### src/rtl/stat_beacon_pkg.sv
package stat_beacon_pkg;
  localparam int CODE_W  = 3;
  localparam int N_CHG   = 7;
  localparam int N_BST   = 6;
  typedef logic [CODE_W-1:0] fcode_t;
  localparam fcode_t CODE_NONE = '0;
endpackage

### src/rtl/lowest_flag_enc.sv
module lowest_flag_enc
  import stat_beacon_pkg::*;
#(
  parameter int N = 7
) (
  input  logic [N-1:0] flags,
  output fcode_t       code
);
  always_comb begin
    code = CODE_NONE;
    for (int i = N - 1; i >= 0; i--) begin
      if (flags[i]) code = fcode_t'(i + 1);
    end
  end
endmodule

### src/rtl/oneshot_timer.sv
module oneshot_timer #(
  parameter int LEN = 16
) (
  input  logic clk,
  input  logic rst_n,
  input  logic start,
  output logic busy
);
  localparam int CW = $clog2(LEN + 1);
  localparam logic [CW-1:0] LOAD = CW'(LEN - 1);

  logic [CW-1:0] left;

  always_ff @(posedge clk or negedge rst_n) begin
    if (!rst_n) begin
      left <= '0;
      busy <= 1'b0;
    end else if (start) begin
      left <= LOAD;
      busy <= 1'b1;
    end else if (busy) begin
      if (left == '0) busy <= 1'b0;
      else            left <= left - 1'b1;
    end
  end
endmodule

### src/rtl/stat_beacon.sv
module stat_beacon
  import stat_beacon_pkg::*;
#(
  parameter int CLK_KHZ  = 200_000,
  parameter int PULSE_US = 128
) (
  input  logic             clk,
  input  logic             rst_n,
  input  logic             boost_mode,
  input  logic             charging,
  input  logic             stat_en,
  input  logic [N_CHG-1:0] chg_flags,
  input  logic [N_BST-1:0] bst_flags,
  input  logic             clr_code,
  output logic             pin_pull,
  output logic [CODE_W-1:0] fault_code
);
  localparam int RAW_CYCLES   = (CLK_KHZ * PULSE_US) / 1000;
  localparam int PULSE_CYCLES = (RAW_CYCLES < 1) ? 1 : RAW_CYCLES;

  fcode_t chg_code, bst_code, act_code, prev_code, code_q;
  logic   fault_event, pulse_busy, steady_q;

  lowest_flag_enc #(.N(N_CHG)) u_chg_enc (.flags(chg_flags), .code(chg_code));
  lowest_flag_enc #(.N(N_BST)) u_bst_enc (.flags(bst_flags), .code(bst_code));

  assign act_code    = boost_mode ? bst_code : chg_code;
  assign fault_event = (act_code != CODE_NONE) && (act_code != prev_code);

  always_ff @(posedge clk or negedge rst_n) begin
    if (!rst_n) begin
      prev_code <= CODE_NONE;
      code_q    <= CODE_NONE;
      steady_q  <= 1'b0;
    end else begin
      prev_code <= act_code;
      steady_q  <= !boost_mode && charging && stat_en;
      if (fault_event)   code_q <= act_code;
      else if (clr_code) code_q <= CODE_NONE;
    end
  end

  oneshot_timer #(.LEN(PULSE_CYCLES)) u_pulse (
    .clk(clk), .rst_n(rst_n), .start(fault_event), .busy(pulse_busy)
  );

  assign pin_pull   = pulse_busy | steady_q;
  assign fault_code = code_q;
endmodule

### config.mk
export PLATFORM = sky130hd
export DESIGN_NAME = stat_beacon
export DESIGN_NICKNAME = d
export VERILOG_FILES = /design/src/rtl/stat_beacon_pkg.sv /design/src/rtl/lowest_flag_enc.sv /design/src/rtl/oneshot_timer.sv /design/src/rtl/stat_beacon.sv
export SDC_FILE = /design/constraint.sdc
export NUM_CORES = 1
export LEC_CHECK = 0
export ABC_AREA = 1
export BUFFER_PORTS_ARGS = -buffer_cell sky130_fd_sc_hd__buf_2
export CAP_MARGIN = 30
export CORE_ASPECT_RATIO = 1.75
export CORE_MARGIN = 2
export CORE_UTILIZATION = 45
export DETAILED_ROUTE_END_ITERATION = 10
export PLACE_DENSITY = 0.67
export RECOVER_POWER = 50
export SLEW_MARGIN = 0
export SYNTH_ARGS = -nofsm -noshare
export SYNTH_HDL_FRONTEND = slang
export SYNTH_HIERARCHICAL = 1
export SYNTH_SLANG_ARGS = --single-unit
### constraint.sdc
create_clock -name clk -period 1.69 [get_ports clk]
set_input_delay 0.169 -clock clk [delete_from_list [all_inputs] [get_ports clk]]
set_output_delay 0.169 -clock clk [all_outputs]
set_load 0.02 [all_outputs]
# Yosys cells after proc, flatten, opt, wreduce, memory -nomap -nowiden
# Index checks and enable logic that the tools add are counted.
[classes] n_eq_ne=2 multipliers=0 n_shift=0 order_cmp=0 n_div=0 muxes=22 bitwise_logic=1 n_reduce_logical=9 addsub=1
[op_table] cell="3-bit two-way mux" count=16
[op_table] cell="15-bit two-way mux" count=3
[op_table] cell="15-bit logical NOT" count=1
[op_table] cell="15-bit by 1-bit subtractor with 15-bit output (second input constant)" count=1
[op_table] cell="2-bit nonzero test" count=2
[op_table] cell="1-bit logical AND" count=3
[op_table] cell="1-bit two-way mux" count=3
[op_table] cell="3-bit != test" count=1
[op_table] cell="3-bit nonzero test" count=1
[op_table] cell="2-bit != test (second input constant)" count=1
[op_table] cell="2-bit AND reduction" count=1
[op_table] cell="1-bit logical NOT" count=1
[op_table] cell="1-bit bitwise OR" count=1
[word_totals] mem_bits_ro=0 n_memories=0 latchBits=0 mem_bits_rw=0 register_bits=23 out_inout_bits=4 word_cells=40 in_bits=19

# Depth between registers and ports, before layout
[depth] word_depth=12 mapped_depth=19

# Modules after synthesis
# The synthesis kept the hierarchy.
[by_module_without_submodules] module="oneshot_timer" cells_per_inst=150 area_per_inst_um2=1029.7 n_inst=1 seq_area_each_um2=400.4
[by_module_without_submodules] module="stat_beacon" cells_per_inst=59 area_per_inst_um2=397.9 n_inst=1 seq_area_each_um2=175.2
[by_module_without_submodules] module="lowest_flag_enc (u_chg_enc)" cells_per_inst=18 area_per_inst_um2=82.6 n_inst=1 seq_area_each_um2=0.0
[by_module_without_submodules] module="lowest_flag_enc (u_bst_enc)" cells_per_inst=13 area_per_inst_um2=55.1 n_inst=1 seq_area_each_um2=0.0

# Worst setup path before layout
# No wires, ideal clock.
[synth_path] path_type="input to register" from="input port chg_flags[5]" to="register u_pulse.left[4]" slack_ns=-0.033 required_time_ns=1.572 cell_stages=17 setup_ns=0.118 arrival_time_ns=1.606 cell_sequence="inv_2 > nand2_1 > nand2_1 > nand2_1 > a21oi_1 > inv_1 > nand2_1 > nand3_1 > nand2_1 > nand3_2 > nand2_2 > inv_1 > inv_1 > clkbuf_1 > nand3_1 > nand2_1 > o21ai_2"
[synth_via] elab_chain_len=11 word_cells_on_any_way=14 classes_between="2 x eq/ne; 8 x mux; 4 x reduce/logical"
[synth_rtl] element="start: declaration" line_no="stat_beacon.sv:12" source="input logic [N_CHG-1:0] chg_flags,"
[synth_rtl] element="3-bit two-way mux * (6 in a row)" line_no="lowest_flag_enc.sv:12" source="if (flags[i]) code = fcode_t'(i + 1);"
[synth_rtl] element="named net chg_code[0]" line_no="stat_beacon.sv:21" source="fcode_t chg_code, bst_code, act_code, prev_code, code_q;"
[synth_rtl] element="3-bit two-way mux *" line_no="stat_beacon.sv:27" source="assign act_code = boost_mode ? bst_code : chg_code;"
[synth_rtl] element="3-bit != test / 3-bit nonzero test (equally long branches)" line_no="stat_beacon.sv:28" source="assign fault_event = (act_code != CODE_NONE) && (act_code != prev_code);"
[synth_rtl] element="1-bit logical AND *" line_no="stat_beacon.sv:28"
[synth_rtl] element="named net fault_event" line_no="stat_beacon.sv:22" source="logic fault_event, pulse_busy, steady_q;"
[synth_rtl] element="2-bit != test (no line) / 2-bit nonzero test (equally long branches)"
[synth_rtl] element="2-bit AND reduction (no line)"
[synth_rtl] element="end signal: assignment" line_no="oneshot_timer.sv:23" source="else left <= left - 1'b1;"
[synth_rtl] element="end: declaration" line_no="oneshot_timer.sv:12" source="logic [CW-1:0] left;"
# Mark *: on every way through the listed nets, which the timed path passes. The rest lies on a longest branch.
# A chain may end at the register's enable or synchronous reset.

# Worst setup path after layout
[layout_path] from="register u_pulse.left[0]" to="register u_pulse.left[5]"
[layout_via] elab_chain_len=4 word_cells_on_any_way=7 classes_between="1 x add/sub; 1 x eq/ne; 3 x mux; 2 x reduce/logical"
[layout_rtl] element="15-bit by 1-bit subtractor with 15-bit output" line_no="oneshot_timer.sv:23"
[layout_rtl] element="15-bit two-way mux" line_no="oneshot_timer.sv:22" source="if (left == '0) busy <= 1'b0;"
[layout_rtl] element="15-bit two-way mux" line_no="oneshot_timer.sv:21" source="end else if (busy) begin"
[layout_rtl] element="15-bit two-way mux" line_no="oneshot_timer.sv:18" source="end else if (start) begin"
# Several ways; a longest one is shown, not always the timed one. The select of a mux whose other input is x is not followed.

==> metrics.md <==
| Metric | Value |
|---|---|
| Max Fclk | `645 MHz` |
| Slew @ Worst Pin | `0.585 ns` |
| WL met1 | `1330 um` |
| Met2 WL post-DR | `2140 um` |
| CTS tree | `yes` |
| Synth Net Count | `260` |
| Routed wire per std cell | `11.4 um` |
| Area contributors post-synth | `dfrtp_1 37%, nand2_1 19%, inv_1 9.1%, nand3_1 8.0%, nor2_1 7.0%` |
| Post-Synthesis Cell Area | `0.00157 mm2` |
| RSZ-0062 raised after global routing | `true` |
| Share of layout cells above drive strength 1 | `0.234` |
| Ant diodes | `0` |
| Clock Latency Late Sink | `0.26 ns` |
| Die H | `82.0 um` |
| Synth Area in XOR/XNOR | `0.00560` |
| Met3 Routed Length | `111 um` |
| Via density | `4.83` |
| Drt first pass iters | `5` |
| Cell taking the most area after synthesis | `dfrtp_1` |
| Period utilisation layout | `0.918` |
| Max_cap viols | `0` |
| Via count | `1542` |
| Worst Hold Path Cells | `3` |
| Port Buf Inserts | `22` |
| DP Cell Count | `314` |
| CP startpoint kind | `flop` |
| Clock tree sinks | `23` |
| Clock period minus worst slack | `1.55 ns` |
| VDD IR max | `430 uV` |
| Critical path capture point type | `flop` |
| Core Util, Final | `0.548` |
| Commonest cells after routing, fill and taps aside | `78 x nand2_1, 37 x inv_1, 29 x nor2_1` |
| Largest net degree at the start of global routing | `24` |
| Worst reg-to-reg path cell count | `9` |
| Worst Hold Class | `in2reg` |
| Crit path max fanout | `15` |
| Root buf cell | `clkbuf_8` |
| Drt first-iter violations | `34` |
| Status | `finished clean` |
| Worst EP arrival | `1.71 ns` |
| Number of H-tree levels | `1` |
| Die area | `0.00398 mm2` |
| Synth top area share | `0.368` |
| Hold EP | `steady_q` |
| Critical path class | `reg2reg` |
| Synth cell types | `23` |
| Initial antenna violation count | `0` |
| All-Layer GR Usage | `0.194` |
| # rows | `28` |
| P&R area growth vs syn | `17.8%` |
| Register bit total from synthesis | `23` |
| Hpwl dp | `2970 um` |
| Clock transition at path regs | `0.08 ns` |
| Grt ovf | `0` |
| Adder-cell share of the synthesized area | `0.00799` |
| Final WL | `3630 um` |
| PD cells | `632 mW/mm2` |
| Die W | `48.6 um` |
| Main combinational cell family by area after synthesis | `simple AND/OR/NAND/NOR gates` |
| Starting density of the core | `0.465` |
| CTS Buf Count | `3` |
| Final RePlAce weighted congestion | `0.863` |
| DR top layer | `met4` |
| Total core area | `0.00336 mm2` |
| Post-synthesis compound-gate area fraction | `0.0735` |
| Fin area | `0.00184 mm2` |
| Synthesized instance count | `240` |
| Yosys warns | `6` |
| Layout Cells excl Fill | `319` |
| Final hold slack | `0.114 ns` |
| Setup_tns | `0 ns` |
| Most common cell after layout, fill and taps aside | `nand2_1` |
| LEAKAGE | `1.02 nW` |
| Flop2flop setup slack | `0.14 ns` |
| Placed instance area | `0.00178 mm2` |
| Mux share of post-synthesis cell area | `0` |
| Remaining DRCs | `0` |
| Worst reg2reg startpoint | `u_pulse/left[0]` |
| Fin. max-slew vios | `0` |
| CP Data Required Time | `1.85 ns` |
| Final setup vio count | `0` |
| CTS max path bufs | `2` |
| First-pass GRT wire length | `5850 um` |
| Syn_area_per_cell | `6.52 um2` |
| Max_slew headroom | `0.610` |
| Simple-Gate Fraction of Synth Area | `0.433` |
| # nets final | `295` |
| Number of primary I/O pins | `23` |
| Clock Skew | `0.00395 ns` |
| Number of global-route vias before repair | `1432` |
| Post-synthesis sequential area ratio | `0.368` |
| Hold_sp | `charging` |
| Final Hold Vio Count | `0` |
| Reg2reg end | `u_pulse/left[5]` |
| Post-CTS Setup Bufs | `0` |
| Post-route ant nets | `0` |
[what timing repair did]
| item | in CTS | in global routing |
|---|---|---|
| hold buffers | 1 | 0 |
| resized for setup | 0 | 1 |
| hold endpoints to repair | 23 | 0 |
| setup endpoints to repair | 0 | 7 |
[sequential cells by signal, indices dropped and copies added (netlist names)]
name / count
u_pulse/left: 15
fault_code: 3
prev_code: 3
steady_q: 1
u_pulse/busy: 1
[metal layers]
layer | vias to the layer above | track usage
li1 | 803 | -
met1 | 696 | 0.167
met2 | 39 | 0.433
met3 | 4 | 0.0182
met4 | 0 | 0.0857
met5 | - | 0
[where the power goes]
group,switching (mW),internal [mW],total (mW)
combinational,0.144,0.0926,0.237
sequential,0.0149,0.575,0.590
clock,0.174,0.165,0.339
total,0.333,0.832,1.17
[final cells by class]
cell class,count,area (um2)
Fill cell,363,1520
Multi-Input combinational cell,173,818
Sequential cell,23,576
Timing Repair Buffer,32,188
Inverter,42,160
Tap cell,45,56.3
Clock buffer,3,41.3
Clock inverter,1,5.00
[through the flow]
stage	worst slack, ns	total power, mW
2_1_floorplan	0.0367	0.725
6_report	0.139	1.17
4_1_cts	0.113	1.18
3_5_place_dp	-0.0834	0.838
3_3_place_gp	-0.0464	0.836
5_1_grt	-0.00301	1.23
[synthesized netlist by cell type, drive strengths merged]
cell     n
o21ai   11
nand3   28
dfrtp   23
ha       1
or2      2
xnor2    1
o21bai   1
nor3     1
buf      1
clkbuf   1
inv     42
nand2   85
nor2    34
a21oi    6
nand4    3
[worst max path at each step]
| stage | from | end |
|---|---|---|
| 5_1_grt | bst_flags[3] | u_pulse/left[5] |
| 2_1_floorplan | chg_flags[5] | u_pulse/left[13] |
| 6_report | u_pulse/left[0] | u_pulse/left[5] |
| 3_3_place_gp | chg_flags[4] | u_pulse/left[2] |
| 3_5_place_dp | chg_flags[5] | u_pulse/left[5] |
| 4_1_cts | u_pulse/left[0] | u_pulse/left[5] |
[critical path: stages (launching register included)]
cell	delay (ns)
dfrtp_1	0.42
inv_1	0.11
ha_1	0.21
nand2_2	0.10
nor2_4	0.17
nand3_2	0.10
nand2_4	0.10
inv_4	0.09
nand2_1	0.09
o21ai_2	0.05
[cell families (layout without fill, tap and decap cells)]
kind of cell	count (synthesis)	after routing
buffers and inverters	44	78
adders and majority gates	1	1
and+or+nand+nor	153	153
AOI/OAI and AO/OA	18	18
xor gates and xnor gates	1	1
DFF	23	23
No activity file was read; power rests on OpenSTA's default activity.
